## config.mk

```make
export PLATFORM = sky130hd
export DESIGN_NAME = hwdog_core
export DESIGN_NICKNAME = d
export VERILOG_FILES = /design/src/rtl/hwdog_pkg.sv /design/src/rtl/hwdog_sync.sv /design/src/rtl/hwdog_edge.sv /design/src/rtl/hwdog_interval.sv /design/src/rtl/hwdog_launch.sv /design/src/rtl/hwdog_core.sv
export SDC_FILE = /design/constraint.sdc
export NUM_CORES = 1
export LEC_CHECK = 0
export ABC_AREA = 1
export BUFFER_PORTS_ARGS = -buffer_cell sky130_fd_sc_hd__buf_2
export CAP_MARGIN = 20
export CORE_ASPECT_RATIO = 1.2
export CORE_MARGIN = 8
export CORE_UTILIZATION = 58
export CTS_CLUSTER_SIZE = 12
export DETAILED_ROUTE_END_ITERATION = 6
export PLACE_DENSITY = 0.77
export SLEW_MARGIN = 40
export SYNTH_ARGS = -nofsm -noshare
export SYNTH_HDL_FRONTEND = slang
export SYNTH_SLANG_ARGS = --single-unit
```

## constraint.sdc

```tcl
create_clock -name clk_osc_i -period 1.55 [get_ports clk_osc_i]
set_input_delay 0.0775 -clock clk_osc_i [delete_from_list [all_inputs] [get_ports clk_osc_i]]
set_output_delay 0.0775 -clock clk_osc_i [all_outputs]
set_load 0.03 [all_outputs]
```

## src/rtl/hwdog_pkg.sv

```systemverilog
package hwdog_pkg;

   // Positions of the asynchronous inputs inside the synchronizer vector.
   localparam int unsigned IN_KICK  = 0;
   localparam int unsigned IN_CLR   = 1;
   localparam int unsigned IN_WAKE  = 2;
   localparam int unsigned IN_DBG   = 3;
   localparam int unsigned IN_EMU   = 4;
   localparam int unsigned IN_COUNT = 5;

   typedef enum logic {
      PH_RUN  = 1'b0,
      PH_HOLD = 1'b1
   } wd_phase_e;

   typedef struct packed {
      logic kick_evt;
      logic clr_evt;
      logic awake;
      logic disabled;
   } wd_ctrl_t;

endpackage

```

## src/rtl/hwdog_sync.sv

```systemverilog
module hwdog_sync #(
   parameter int unsigned WIDTH  = 1,
   parameter int unsigned STAGES = 2
) (
   input  logic             clk_i,
   input  logic             rst_i,
   input  logic [WIDTH-1:0] async_i,
   output logic [WIDTH-1:0] sync_o
);

   if (STAGES < 2) begin : g_bad_stages
      $error("hwdog_sync: STAGES must be at least 2");
   end
   if (WIDTH < 1) begin : g_bad_width
      $error("hwdog_sync: WIDTH must be at least 1");
   end

   for (genvar b = 0; b < WIDTH; b++) begin : g_bit
      logic [STAGES-1:0] chain_q;

      always_ff @(posedge clk_i or posedge rst_i) begin
         if (rst_i) begin
            chain_q <= '0;
         end else begin
            chain_q <= {chain_q[STAGES-2:0], async_i[b]};
         end
      end

      assign sync_o[b] = chain_q[STAGES-1];
   end

endmodule

```

## src/rtl/hwdog_edge.sv

```systemverilog
module hwdog_edge #(
   parameter int unsigned WIDTH = 1
) (
   input  logic             clk_i,
   input  logic             rst_i,
   input  logic [WIDTH-1:0] level_i,
   output logic [WIDTH-1:0] rise_o
);

   if (WIDTH < 1) begin : g_bad_width
      $error("hwdog_edge: WIDTH must be at least 1");
   end

   logic [WIDTH-1:0] prev_q;

   always_ff @(posedge clk_i or posedge rst_i) begin
      if (rst_i) begin
         prev_q <= '0;
      end else begin
         prev_q <= level_i;
      end
   end

   assign rise_o = level_i & ~prev_q;

endmodule

```

## src/rtl/hwdog_interval.sv

```systemverilog
module hwdog_interval #(
   parameter int unsigned TERM_COUNT = 49152
) (
   input  logic clk_i,
   input  logic rst_i,
   input  logic clear_i,
   output logic ovf_o
);

   localparam int unsigned CNT_W = (TERM_COUNT < 2) ? 1 : $clog2(TERM_COUNT);
   localparam bit          POW2  = (TERM_COUNT >= 2) && ((TERM_COUNT & (TERM_COUNT - 1)) == 0);
   localparam logic [CNT_W-1:0] LAST = CNT_W'(TERM_COUNT - 1);

   if (TERM_COUNT < 2) begin : g_bad_term
      $error("hwdog_interval: TERM_COUNT must be at least 2");
   end

   logic [CNT_W-1:0] cnt_q;
   logic             at_last;

   // Terminal detection: all-ones reduction when the limit is a power of two,
   // full compare otherwise.
   if (POW2) begin : g_pow2
      assign at_last = &cnt_q;
   end else begin : g_cmp
      assign at_last = (cnt_q == LAST);
   end

   assign ovf_o = at_last & ~clear_i;

   always_ff @(posedge clk_i or posedge rst_i) begin
      if (rst_i) begin
         cnt_q <= '0;
      end else if (clear_i || at_last) begin
         cnt_q <= '0;
      end else begin
         cnt_q <= cnt_q + 1'b1;
      end
   end

endmodule

```

## src/rtl/hwdog_launch.sv

```systemverilog
module hwdog_launch
   import hwdog_pkg::*;
#(
   parameter int unsigned LAUNCH_CYCLES = 4100
) (
   input  logic clk_i,
   input  logic rst_i,
   input  logic ovf_i,
   input  logic clr_evt_i,
   output logic hold_o,
   output logic run_o,
   output logic flag_o
);

   localparam int unsigned HC_W = $clog2(LAUNCH_CYCLES + 1);
   localparam logic [HC_W-1:0] HC_LOAD = HC_W'(LAUNCH_CYCLES - 1);

   if (LAUNCH_CYCLES < 1) begin : g_bad_launch
      $error("hwdog_launch: LAUNCH_CYCLES must be at least 1");
   end

   wd_phase_e       phase_q;
   logic [HC_W-1:0] hold_cnt_q;
   logic            run_q;
   logic            flag_q;
   logic            take_ovf;
   logic            hold_done;

   assign take_ovf  = (phase_q == PH_RUN) && ovf_i;
   assign hold_done = (phase_q == PH_HOLD) && (hold_cnt_q == '0);

   always_ff @(posedge clk_i or posedge rst_i) begin
      if (rst_i) begin
         phase_q    <= PH_RUN;
         hold_cnt_q <= '0;
      end else if (take_ovf) begin
         phase_q    <= PH_HOLD;
         hold_cnt_q <= HC_LOAD;
      end else if (hold_done) begin
         phase_q    <= PH_RUN;
      end else if (phase_q == PH_HOLD) begin
         hold_cnt_q <= hold_cnt_q - 1'b1;
      end
   end

   always_ff @(posedge clk_i or posedge rst_i) begin
      if (rst_i) begin
         run_q <= 1'b1;
      end else if (take_ovf) begin
         run_q <= 1'b0;
      end else if (hold_done) begin
         run_q <= 1'b1;
      end
   end

   // Sticky flag: the overflow sets it and wins over a simultaneous clear;
   // only the clear event or the reset pin takes it down.
   always_ff @(posedge clk_i or posedge rst_i) begin
      if (rst_i) begin
         flag_q <= 1'b0;
      end else if (take_ovf) begin
         flag_q <= 1'b1;
      end else if (clr_evt_i) begin
         flag_q <= 1'b0;
      end
   end

   assign hold_o = (phase_q == PH_HOLD);
   assign run_o  = run_q;
   assign flag_o = flag_q;

endmodule

```

## src/rtl/hwdog_core.sv

```systemverilog
module hwdog_core
   import hwdog_pkg::*;
#(
   parameter int unsigned TERM_COUNT    = 49152,
   parameter int unsigned LAUNCH_CYCLES = 4100,
   parameter int unsigned SYNC_STAGES   = 2,
   parameter int unsigned ADDR_W        = 16,
   parameter logic [ADDR_W-1:0] START_ADDR = '0
) (
   input  logic              clk_osc_i,
   input  logic              rst_pin_i,
   input  logic              kick_i,
   input  logic              flag_clr_i,
   input  logic              wake_i,
   input  logic              dbg_off_i,
   input  logic              emu_en_i,
   output logic              sys_rst_o,
   output logic              cpu_run_o,
   output logic [ADDR_W-1:0] start_addr_o,
   output logic              ovf_flag_o
);

   if (ADDR_W < 1) begin : g_bad_addr
      $error("hwdog_core: ADDR_W must be at least 1");
   end

   logic [IN_COUNT-1:0] raw_in;
   logic [IN_COUNT-1:0] syn_in;
   logic [1:0]          rises;
   wd_ctrl_t            ctrl;
   logic                hold;
   logic                ovf;
   logic                cnt_clear;

   assign raw_in[IN_KICK] = kick_i;
   assign raw_in[IN_CLR]  = flag_clr_i;
   assign raw_in[IN_WAKE] = wake_i;
   assign raw_in[IN_DBG]  = dbg_off_i;
   assign raw_in[IN_EMU]  = emu_en_i;

   hwdog_sync #(
      .WIDTH  (IN_COUNT),
      .STAGES (SYNC_STAGES)
   ) sync_i (
      .clk_i   (clk_osc_i),
      .rst_i   (rst_pin_i),
      .async_i (raw_in),
      .sync_o  (syn_in)
   );

   hwdog_edge #(
      .WIDTH (2)
   ) edge_i (
      .clk_i   (clk_osc_i),
      .rst_i   (rst_pin_i),
      .level_i ({syn_in[IN_CLR], syn_in[IN_KICK]}),
      .rise_o  (rises)
   );

   assign ctrl.kick_evt = rises[0] & ~hold;
   assign ctrl.clr_evt  = rises[1];
   assign ctrl.awake    = syn_in[IN_WAKE];
   assign ctrl.disabled = syn_in[IN_DBG] | syn_in[IN_EMU];

   assign cnt_clear = ctrl.kick_evt | ~ctrl.awake | ctrl.disabled | hold;

   hwdog_interval #(
      .TERM_COUNT (TERM_COUNT)
   ) interval_i (
      .clk_i   (clk_osc_i),
      .rst_i   (rst_pin_i),
      .clear_i (cnt_clear),
      .ovf_o   (ovf)
   );

   hwdog_launch #(
      .LAUNCH_CYCLES (LAUNCH_CYCLES)
   ) launch_i (
      .clk_i     (clk_osc_i),
      .rst_i     (rst_pin_i),
      .ovf_i     (ovf),
      .clr_evt_i (ctrl.clr_evt),
      .hold_o    (hold),
      .run_o     (cpu_run_o),
      .flag_o    (ovf_flag_o)
   );

   assign sys_rst_o    = hold;
   assign start_addr_o = START_ADDR;

endmodule

```

Word-level counts from Yosys, hierarchy flattened
Index checks and enable logic that the tools add are counted.
{"block": "classes", "add_sub_neg": 2, "eq_ne": 2, "muxes": 10, "bitwise": 11, "n_reduce_logical": 8}
{"operator": "$mux W13", "count": 3}
{"operator": "$add A16 B1 Y16 const B", "count": 1}
{"operator": "$eq A16 B16 Y1 const B", "count": 1}
{"operator": "$mux W16", "count": 1}
{"operator": "$logic_not A13 Y1", "count": 1}
{"operator": "$sub A13 B1 Y13 const B", "count": 1}
{"operator": "$mux W1", "count": 6}
{"operator": "$reduce_bool A2 Y1", "count": 3}
{"operator": "$or A1 B1 Y1", "count": 4}
{"operator": "$not A1 Y1", "count": 3}
{"operator": "$and A1 B1 Y1", "count": 2}
{"operator": "$and A2 B2 Y2", "count": 1}
{"operator": "$logic_and A1 B1 Y1", "count": 2}
{"operator": "$ne A2 B1 Y1 const B", "count": 1}
{"operator": "$not A2 Y2", "count": 1}
{"operator": "$reduce_and A2 Y1", "count": 1}
{"operator": "$logic_or A1 B1 Y1", "count": 1}
{"block": "totals", "register_bits": 44, "input_bits": 7, "out_inout_bits": 19, "elab_cells": 44}

Depth between registers and ports, before layout
Gate-level depths: netlist of run 1.
{"block": "logic_depth", "ltp_word": 11, "mapped_depth": 9, "mapped_depth_nobuf": 9}

By module
A second synthesis of run 1 with hierarchy kept.
{"block": "hier_totals", "hier_cells": 287, "area_unflattened_um2": 2356.0}
{"module": "hwdog_launch", "instances": 1, "cells_per_inst": 135, "area_each_um2": 973.4, "seq_area_each_um2": 401.6}
{"module": "hwdog_interval", "instances": 1, "cells_per_inst": 109, "area_each_um2": 880.8, "seq_area_each_um2": 400.4}
{"module": "hwdog_sync", "instances": 1, "cells_per_inst": 16, "area_each_um2": 291.5, "seq_area_each_um2": 250.2}
{"module": "hwdog_core", "instances": 1, "cells_per_inst": 20, "area_each_um2": 136.4, "seq_area_each_um2": 0.0}
{"module": "hwdog_edge", "instances": 1, "cells_per_inst": 7, "area_each_um2": 73.8, "seq_area_each_um2": 50.0}

Worst setup path before layout of run 1
Ideal clock, no wire load.
{"block": "synth_path", "kind": "flip-flop to flip-flop", "from": "register launch_i.phase_q, in the netlist launch_i.hold_o", "to": "register launch_i.hold_cnt_q[10]", "setup_time_ns": 0.118, "t_arrival_ns": 1.265, "t_required_ns": 1.432, "slack_ns": 0.167, "stages_incl_launch_ff": 8, "n_path_buf": 1, "period_less_slack_ns": 1.383, "cell_sequence": "dfrtp_1 > nor2_1 > nand2_1 > nor2_4 > nand3_4 > buf_6 > nand4_1 > nand2_1"}
{"block": "synth_via", "elab_chain_len": 10, "elab_cells_between_ends": 13, "cone_classes": "1 x eq/ne; 1 x mux; 7 x bitwise; 4 x reduce/logical"}
{"element": "start: declaration", "line": "hwdog_launch.sv:22", "rtl": "wd_phase_e phase_q;"}
{"element": "start signal: assignment", "line": "hwdog_launch.sv:34", "rtl": "phase_q <= PH_RUN;"}
{"element": "start signal: assignment", "line": "hwdog_launch.sv:37", "rtl": "phase_q <= PH_HOLD;"}
{"element": "start signal: assignment", "line": "hwdog_launch.sv:40", "rtl": "phase_q <= PH_RUN;"}
{"element": "$not A1 Y1", "line": "hwdog_launch.sv:29, hwdog_core.sv:60"}
{"element": "$and A1 B1 Y1", "line": "hwdog_core.sv:60", "rtl": "assign ctrl.kick_evt = rises[0] & ~hold;"}
{"element": "$or A1 B1 Y1 (3 in series)", "line": "hwdog_core.sv:65", "rtl": "assign cnt_clear = ctrl.kick_evt | ~ctrl.awake | ctrl.disabled | hold;"}
{"element": "$not A1 Y1", "line": "hwdog_interval.sv:29", "rtl": "assign ovf_o = at_last & ~clear_i;"}
{"element": "$and A1 B1 Y1", "line": "hwdog_interval.sv:29"}
{"element": "$logic_and A1 B1 Y1", "line": "hwdog_launch.sv:29", "rtl": "assign take_ovf = (phase_q == PH_RUN) && ovf_i;"}
{"element": "$ne A2 B1 Y1 (no line) / $reduce_bool A2 Y1 (equally long branches)"}
{"element": "$reduce_and A2 Y1 (no line)"}
{"element": "end signal: assignment", "line": "hwdog_launch.sv:42", "rtl": "hold_cnt_q <= hold_cnt_q - 1'b1;"}
{"element": "end: declaration", "line": "hwdog_launch.sv:23", "rtl": "logic [HC_W-1:0] hold_cnt_q;"}
Several ways; a longest one is shown, not always the timed one.
A chain may end at the register's enable or synchronous reset.

Worst setup path after layout of run 1
{"block": "layout_path", "from": "register launch_i.hold_cnt_q[9]", "to": "register launch_i.hold_cnt_q[10]"}
{"block": "layout_via", "elab_chain_len": 4, "elab_cells_between_ends": 8, "cone_classes": "1 x add/sub; 1 x eq/ne; 3 x mux; 3 x reduce/logical"}
{"element": "$sub A13 B1 Y13 / $logic_not A13 Y1 (equally long branches)", "line": "hwdog_launch.sv:42, hwdog_launch.sv:30"}
{"element": "$mux W13 / $logic_and A1 B1 Y1 (equally long branches)", "line": "hwdog_launch.sv:41, hwdog_launch.sv:30"}
{"element": "$mux W13 / $ne A2 B1 Y1 (equally long branches)"}
{"element": "$mux W13 / $reduce_and A2 Y1 (equally long branches)"}
Several ways; a longest one is shown, not always the timed one. The select of a mux whose other input is x is not followed.

==> results.cfg, run 1 <==
[cells_and_area]
area_growth_pct = 14.1
most-common-layout-cells = nand2_1 (66), dfrtp_1 (43), nor2_1 (40)
drive_gt1_share_pct = 17.8
fillers = 318
diodes = 0
fin_cells = 369
final_core_util_pct = 68.2
layout.nets = 324
fin_area_um2 = 2650
layout_commonest_cell = nand2_1

[place]
place_area_um2 = 2390
portBuffers = 9
post-place-ws_ns = 0.000843
dp_hpwl_um = 3020
dp.cells = 352
gp_congestion = 0.798

[timing]
slew_headroom_pct = 64.2
final.min_clock_period_ns = 1.52
tns_ns = 0
setup_viol = 0
setup_ws_ns = 0.0255
holdWs_ns = 0.355
clock.fmax_ghz = 0.656
worstMarginPinSlew_ns = 0.537
hold_violations = 0
clock_skew_ns = 0.00339
drv_slew = 0
layout_worst_path_cycle_share_pct = 98.4

[routing]
drtIter0Drc = 95
first_pass_iters = 4
vias = 1797
routedWlPerCell_um = 12.4
vias_per_cell = 4.87
routed_wl_um = 4580
drc = 0
drtAntennaViolNets = 0

[critical_path]
critPathLaunchType = register
worst_ep_arrival_time_ns = 1.76
cp_top_family = simple AND/OR/NAND/NOR gates
crit_top_cell = nand2_1
path_max_fanout = 5
crit_type = register to register
cp_slowest_cell = dfrtp_1
crit_chain = nor2_1 -> nand2_1 -> nor2_1 -> nand2_1 -> nand2_4 -> buf_4 -> nand3_1 -> nand2_1
r2r_start = launch_i.hold_cnt_q[9]
critPathBufInv = 1
cp.required_ns = 1.79
critPathLaunch = launch_i.hold_cnt_q[9]
end_kind = register
crit_path_max_incr_delay_ns = 0.44

[global_routing]
top_usage_layer = met2
met2_usage_pct = 27.2
met3_usage_pct = 4.01
grt_util_met1_pct = 16.2
antenna_found_initial = 0
grt_overflow_total = 0
grt_use_total_pct = 15.5
grt_max_degree = 45
grt_pass1_wl_um = 7690
first_global_vias = 1779

[synthesis]
syn_area_per_cell_um2 = 8.13
synth-seq-cells = 44
yosysSeqAreaShare_pct = 47.6
syn-instance-count = 285
ys_warn_count = 0
synth_top_area_share_pct = 46.4
synth_cell_types = 27
synth_top_area_cell = dfrtp_1
synth_area_um2 = 2320
ys_top_cells_by_area = dfrtp_1 (46%), nand2_1 (11%), nor2_1 (7.3%)

[clock_tree]
worstSkewPairLatency_ns = 0.30
clkTransAtPathRegs_ns = 0.09
cts_made_buffers = 5
cts_sinks = 44
h-tree-depth = 2
cts_tree = built
root_buffer = clkbuf_8
clock_path_buffers = 2

[floorplanning]
die_h_um = 85.2
start_util_pct = 59.7
dieArea_um2 = 6280
fp-row-count = 25
coreArea_um2 = 3880
die-width_um = 73.7
io_pins = 26

[power_and_ir_drop]
powerDensity_nw_per_um2 = 825
vdd_drop_max_mv = 0.671
p_leak_nw = 1.31
power.total_mw = 2.18

[run]
drv_cap = 0

[worst_hold_path]
hp-start = sync_i.g_bit[2].chain_q[0]
hold_path.class = register to register

[run_status]
status = finished clean
[worst register-to-register path, stage by stage, from the launching register on]
cell and delay, ns:
dfrtp_1 0.44, nor2_1 0.21, nand2_1 0.12, nor2_1 0.13
nand2_1 0.12, nand2_4 0.13, buf_4 0.16, nand3_1 0.08
nand2_1 0.08
[cells in the mapped netlist, drive strengths merged]
| cell | instances |
|---|---|
| nor3b | 3 |
| o21bai | 1 |
| nand4 | 10 |
| nor3 | 4 |
| buf | 20 |
| dfstp | 1 |
| conb | 1 |
| a21oi | 1 |
| inv | 33 |
| xor2 | 6 |
| dfrtp | 43 |
| xnor2 | 2 |
| nand2 | 74 |
| ha | 3 |
| or2 | 2 |
| nor2 | 49 |
| o21ai | 7 |
| nand3 | 24 |
| o2bb2ai | 1 |
[cell type report]
cell class	count	area, um^2	share of cell area [%]
Tap cell	54	67.6	2.55
Sequential cell	44	1100	41.7
Clock inverter	3	46.3	1.75
Multi-Input combinational cell	205	1050	39.8
Inverter	33	126	4.78
Timing Repair Buffer	25	180	6.81
Clock buffer	5	68.8	2.60
[power breakdown]
group,internal (mW),switching [mW]
combinational,0.0211,0.0899
sequential,1.16,0.00486
clock,0.486,0.418
total,1.67,0.513
[timing repair]
action                                 CTS  global route
hold buffers                             6             0
cloned                                   1             1
endpoints found under the hold margin   48             0
setup endpoints to repair                4            30
pin swaps                                1             3
resized for setup                        0            15
buffers inserted                         0             1
[cells by family (layout without fill, tap and decap cells)]
| family | Yosys count | count (layout) | synth area share, % |
|---|---|---|---|
| simple gates | 166 | 168 | 32.9 |
| buf+inv | 53 | 66 | 12.3 |
| flops | 44 | 44 | 47.6 |
| compound gates | 10 | 10 | 2.43 |
| xor+xnor | 8 | 8 | 3.02 |
| fa+ha+maj | 3 | 3 | 1.62 |
| other cells | 1 | 16 | 0.162 |
[sequential cells by signal, indices dropped and copies added (netlist names)]
name                  flops
launch_i.run_o            1
edge_i.prev_q             2
launch_i.flag_o           1
launch_i.hold_o           1
sync_i.g_bit.chain_q     10
interval_i.cnt_q         16
launch_i.hold_cnt_q      13
[path summary, 6_finish.rpt]
kind	slack, ns	cells after the start	to
setup / recovery	0.03	8	launch_i.hold_cnt_q[10]
hold reg to reg	0.35	0	sync_i.g_bit[2].chain_q[1]
max in group asynchronous	0.70	4	launch_i.run_o
hold / removal	0.35	0	sync_i.g_bit[2].chain_q[1]
min in group asynchronous	0.47	4	sync_i.g_bit[2].chain_q[0]
setup reg to reg	0.03	8	launch_i.hold_cnt_q[10]
[metal layers]
| metal | vias up | wire length [um] | share of wire (%) |
|---|---|---|---|
| li1 | 918 | - | - |
| met1 | 837 | 1870 | 41 |
| met2 | 33 | 2420 | 53 |
| met3 | 9 | 190 | 4.2 |
| met4 | 0 | 99 | 2.2 |
| met5 | - | 0 | 0 |
No activity file was read; power rests on OpenSTA's default activity.
==> run 2: changes to the inputs <==
--- a/config.mk
+++ b/config.mk
@@ -5,12 +5,11 @@
 export SDC_FILE = /design/constraint.sdc
 export NUM_CORES = 1
 export LEC_CHECK = 0
-export ABC_AREA = 1
 export BUFFER_PORTS_ARGS = -buffer_cell sky130_fd_sc_hd__buf_2
 export CAP_MARGIN = 20
 export CORE_ASPECT_RATIO = 1.2
 export CORE_MARGIN = 8
-export CORE_UTILIZATION = 58
+export CORE_UTILIZATION = 57
 export CTS_CLUSTER_SIZE = 12
 export DETAILED_ROUTE_END_ITERATION = 6
 export PLACE_DENSITY = 0.77
==> run 2 against run 1 <==
Total power up 2.1%. Die area down 6.3%. Maximum frequency down 15%. Sequential cell count unchanged. Combinational power up 15%. Design area up 18%. Global-route usage up 6.5 points. Clock power up 2.8%. The run now ends with setup timing left. Count of clock-buffer cells in the layout unchanged. Utilization up 19 points. Synthesized cell count down 28%.
==> results.cfg, run 2 <==
[critical_path]
critPathLaunchType = register
path_max_fanout = 2
crit_path_max_incr_delay_ns = 0.50
r2r_start = launch_i.hold_cnt_q[0]
crit_type = register to register
worst_ep_arrival_time_ns = 2.00
end_kind = register
cp_slowest_cell = or4bb_4
crit_chain = inv_2 -> ha_4 -> or4bb_4 -> nor4_4 -> mux2i_1 -> nand2_1
critPathLaunch = launch_i.hold_cnt_q[0]
cp.required_ns = 1.75

[global_routing]
first_global_vias = 2063
grt_overflow_total = 0
grt_util_met1_pct = 19.6
top_usage_layer = met2
antenna_found_initial = 0
grt_max_degree = 30
grt_pass1_wl_um = 9820
grt_use_total_pct = 22.0
met2_usage_pct = 43.8
met3_usage_pct = 3.99

[synthesis]
ys_top_cells_by_area = dfrtp_1 (51%), buf_4 (6.1%), nor2_1 (4.7%)
synth_cell_types = 43
synth_ff_type = dfrtp_1
yosysSeqAreaShare_pct = 52.5
synth_area_um2 = 2100
async_flop_share_pct = 100
syn_area_per_cell_um2 = 10.2
ys_warn_count = 0
syn-instance-count = 206
synth_common_cells = dfrtp_1 (43), nor2_1 (26), buf_4 (17), nand2_1 (15), inv_1 (11)
synth_top_area_share_pct = 51.3
synth_edf_count = 0
synth-seq-cells = 44
yosysMostFrequentCell = dfrtp_1
synth_top_area_cell = dfrtp_1

[cells_and_area]
fin_area_um2 = 3130
most-common-layout-cells = buf_4 (59), dfrtp_1 (42), conb_1 (16)
largest_reg_flops = 16
fin_cells = 332
final_core_util_pct = 87.5
drive_gt1_share_pct = 48.5
fillers = 156
layout_commonest_cell = buf_4
diodes = 0
reg_top3 = interval_i.cnt_q x16, launch_i.hold_cnt_q x13, sync_i.g_bit.chain_q x10
layout.nets = 302
regMostFlops = interval_i.cnt_q
area_growth_pct = 49.0

[worst_hold_path]
hp-start = sync_i.g_bit[0].chain_q[0]
hold_path.class = register to register

[routing]
routedWlPerCell_um = 22.0
drtAntennaViolNets = 0
vias = 2037
drtIter0Drc = 213
first_pass_iters = 4
vias_per_cell = 6.14
drc = 0
routed_wl_um = 7310

[floorplanning]
start_util_pct = 58.7
die-width_um = 71.4
dieArea_um2 = 5890
coreArea_um2 = 3570
die_h_um = 82.5
io_pins = 26
fp-row-count = 24

[place]
dp_hpwl_um = 3400
dp.cells = 303
gp_congestion = 0.864
place_area_um2 = 2560
portBuffers = 9
post-place-ws_ns = -0.193

[timing]
tns_ns = -4.70
layout_worst_path_cycle_share_pct = 116
drv_slew = 0
setup_ws_ns = -0.249
clock.fmax_ghz = 0.556
holdWs_ns = 0.355
hold_violations = 0
final.min_clock_period_ns = 1.80
rsz0062_at_grt = yes
setup_viol = 31
clock_skew_ns = 0.00695

[run]
drv_cap = 0

[clock_tree]
clkTransAtPathRegs_ns = 0.09
cts_made_buffers = 5
worstSkewPairLatency_ns = 0.30
cts_sinks = 44
h-tree-depth = 2
clock_path_buffers = 2
root_buffer = clkbuf_8
cts_tree = built

[run_status]
status = finished, violations left
violations = setup timing

[power_and_ir_drop]
vdd_drop_max_mv = 0.914
power.total_mw = 2.23
p_leak_nw = 1.48
powerDensity_nw_per_um2 = 713
run 2: cell count changes after synthesis, moves of 5 or more:
cell | previous run | this run
nand2_2 | 5 | 0
a21oi_1 | 1 | 9
nor2_1 | 45 | 26
xnor2_1 | 2 | 9
inv_1 | 31 | 11
nor4_1 | 0 | 6
nand3_1 | 23 | 9
nand2_1 | 68 | 15
run 2: worst max-delay path: cells and delay by family (launching register included):
kind          cells  cell delay [ns]
flops             1             0.41
buf+inv           1             0.10
simple gates      3             0.78
fa+ha+maj         1             0.14
mux               1             0.28
run 2: routing by layer:
metal | share of wire, % | routed length [um]
met4 | 7.9 | 575
met3 | 4.8 | 350
met2 | 53 | 3900
met5 | 0 | 0
met1 | 34 | 2490
run 2: repair_timing:
| item | CTS | global route |
|---|---|---|
| pin swaps | 24 | 14 |
| endpoints found under the setup margin | 30 | 31 |
| cloned | 0 | 1 |
| hold endpoints to repair | 48 | 0 |
| setup buffers | 11 | 4 |
| hold buffers | 6 | 0 |
| gates resized for setup | 32 | 35 |
run 2: cells by family (layout without fill, tap and decap cells):
group           after synthesis  after routing  synth area share [%]
buf+inv                      29            100                  8.29
flops                        44             44                  52.5
fa+ha+maj                     3              3                  1.79
mux                           1              1                 0.477
other cells                   1             16                 0.179
simple gates                 90             91                  23.4
compound gates               23             23                  7.04
xor+xnor                     15             15                  6.26
run 2: final cells by class:
class	count	area (um^2)	share of cell area (%)
clock buffer	5	68.8	2.20
inverter	11	41.3	1.32
clock inverter	3	47.5	1.52
multi-input combinational	149	1190	38.1
timing repair buffer	81	627	20.0
tap	39	48.8	1.56
sequential	44	1100	35.3
run 2: report_power, final:
group / total, mW / leakage, nW / switching [mW] / internal, mW
logic: 0.128 / 0.836 / 0.100 / 0.0277
clock network: 0.929 / 0.0583 / 0.443 / 0.486
registers: 1.17 / 0.581 / 0.00844 / 1.16
run 2: worst paths after layout:
check	to	slack [ns]	cells past startpoint
worst max register to register	launch_i.hold_cnt_q[12]	-0.25	6
worst min-delay path	sync_i.g_bit[0].chain_q[1]	0.36	0
worst max-delay path	launch_i.hold_cnt_q[12]	-0.25	6
worst min register to register	sync_i.g_bit[0].chain_q[1]	0.36	0
min in group asynchronous	interval_i.cnt_q[3]	0.40	4
max in group asynchronous	launch_i.run_o	0.77	4
==> run 3: changes to the inputs <==
--- a/config.mk
+++ b/config.mk
@@ -9,10 +9,11 @@
 export CAP_MARGIN = 20
 export CORE_ASPECT_RATIO = 1.2
 export CORE_MARGIN = 8
-export CORE_UTILIZATION = 57
+export CORE_UTILIZATION = 61
 export CTS_CLUSTER_SIZE = 12
 export DETAILED_ROUTE_END_ITERATION = 6
-export PLACE_DENSITY = 0.77
+export HOLD_SLACK_MARGIN = 0.1
+export PLACE_DENSITY = 0.81
 export SLEW_MARGIN = 40
 export SYNTH_ARGS = -nofsm -noshare
 export SYNTH_HDL_FRONTEND = slang
==> constraint.sdc (replaced) <==
create_clock -name clk_osc_i -period 2.17 [get_ports clk_osc_i]
set_input_delay 0.1085 -clock clk_osc_i [delete_from_list [all_inputs] [get_ports clk_osc_i]]
set_output_delay 0.1085 -clock clk_osc_i [all_outputs]
set_load 0.03 [all_outputs]
==> run 3 against run 2 <==
The run now ends clean. Highest routed layer unchanged. First-iteration DRC count is 43% lower. Global-route usage fell by 7.3 points. Register-to-register slack better by 0.37 ns. Die area down 5.2%. Design area is 25% lower. Largest power group unchanged.
==> results.cfg, run 3 (synthesized netlist as in run 2, its figures left out) <==
[clock_tree]
cts_tree = built
cts_made_buffers = 5
clkTransAtPathRegs_ns = 0.09
post_cts_resized = 0
h-tree-depth = 2
clock_path_buffers = 2
root_buffer = clkbuf_8
worstSkewPairLatency_ns = 0.30
cts_sinks = 44

[routing]
dr_wl_met2_um = 1970
vias_per_cell = 5.49
first_pass_iters = 4
drtIter0Drc = 122
top_layer_used = met4
routedWlPerCell_um = 14.4
wl_met3_um = 210
route.layer.met1.wl_um = 1600
routed_wl_um = 3880
vias = 1483
drc = 0
drtAntennaViolNets = 0

[cells_and_area]
final_core_util_pct = 71.1
area_growth_pct = 12.2
reg_top3 = interval_i.cnt_q x16, launch_i.hold_cnt_q x13, sync_i.g_bit.chain_q x10
most-common-layout-cells = dfrtp_1 (43), nor2_1 (26), conb_1 (16)
layout.nets = 242
largest_reg_flops = 16
regMostFlops = interval_i.cnt_q
diodes = 0
layout_commonest_cell = dfrtp_1
drive_gt1_share_pct = 13.3

[timing]
drv_slew = 0
clock_skew_ns = 0.00708
worstMarginPinSlew_ns = 0.612
clock.fmax_ghz = 0.487
tns_ns = 0
setup_viol = 0
slew_headroom_pct = 59.1
hold_violations = 0
layout_worst_path_cycle_share_pct = 94.5
rsz0062_at_grt = no
final.min_clock_period_ns = 2.05

[power_and_ir_drop]
vdd_drop_max_mv = 0.677
powerDensity_nw_per_um2 = 660
p_leak_nw = 1.06

[critical_path]
reg2regPathDepth = 5
cp_slowest_cell = or4_4
crit_path_max_incr_delay_ns = 0.56
worst_ep_arrival_time_ns = 2.28
path_depth = 5
critPathBufInv = 1
end_kind = register
cp.required_ns = 2.40
critPathLaunch = interval_i.cnt_q[0]
cp_top_family = simple AND/OR/NAND/NOR gates
critPathLaunchType = register
crit_chain = ha_1 -> inv_1 -> or4_4 -> or3_1 -> o2bb2ai_1
r2r_start = interval_i.cnt_q[0]
crit_type = register to register
path_max_fanout = 6

[place]
dp_hpwl_um = 2680
portBuffers = 9
gp_congestion = 0.817

[worst_hold_path]
hold_path.class = register to register
min_path_cells = 0
hp-start = sync_i.g_bit[2].chain_q[0]

[global_routing]
grt_max_degree = 45
antenna_found_initial = 0
first_global_vias = 1450
grt_pass1_wl_um = 6650
grt_use_total_pct = 14.7
grt_overflow_total = 0

[run_status]
status = finished clean

[floorplanning]
dieArea_um2 = 5580
die-width_um = 69.5
coreArea_um2 = 3310
fp-row-count = 23
io_pins = 26
die_h_um = 80.2
start_util_pct = 63.4

[run]
drv_cap = 0
## run 3: stage by stage
stage                     worst slack [ns]  instances  hold WS, ns  power, mW  area (um^2)
after detailed placement             0.119        256        0.218      0.921         2180
after global routing                0.0180        270        0.359       1.61         2350
after floorplan                      0.229        221        0.140      0.927         2150
final                                0.119        270        0.353       1.55         2350
after global placement               0.179        256        0.216      0.919         2180
after CTS                            0.105        270        0.357       1.57         2350
## run 3: worst paths after layout
kind	endpoint	slack (ns)
worst min-delay path	sync_i.g_bit[2].chain_q[1]	0.35
worst min register to register	sync_i.g_bit[2].chain_q[1]	0.35
worst max register to register	launch_i.run_o	0.12
max in group asynchronous	launch_i.hold_cnt_q[12]	1.33
worst max-delay path	launch_i.run_o	0.12
min in group asynchronous	sync_i.g_bit[2].chain_q[0]	0.48
## run 3: what timing repair did
action,4_1_cts,5_1_grt
hold endpoints to repair,48,0
setup buffers,0,0
hold buffers,6,0
## run 3: cell type report
| cell class | count | area (um^2) |
|---|---|---|
| Fill cell | 243 | 956 |
| Timing Repair Buffer | 22 | 170 |
| Tap cell | 37 | 46.3 |
| Multi-Input combinational cell | 148 | 878 |
| Clock buffer | 5 | 68.8 |
| Clock inverter | 3 | 46.3 |
| Sequential cell | 44 | 1100 |
| Inverter | 11 | 41.3 |
## run 3: power by group
part / total (mW) / switching (mW) / internal [mW]
Clock: 0.640 / 0.294 / 0.347
Combinational: 0.0781 / 0.0619 / 0.0162
Sequential: 0.836 / 0.00441 / 0.831
## run 3: routing by layer
| metal | global-route usage (%) | vias to the layer above |
|---|---|---|
| met2 | 24.2 | 31 |
| met5 | 0 | - |
| met1 | 16.5 | 701 |
| li1 | - | 742 |
| met3 | 5.42 | 9 |
| met4 | 7.80 | 0 |
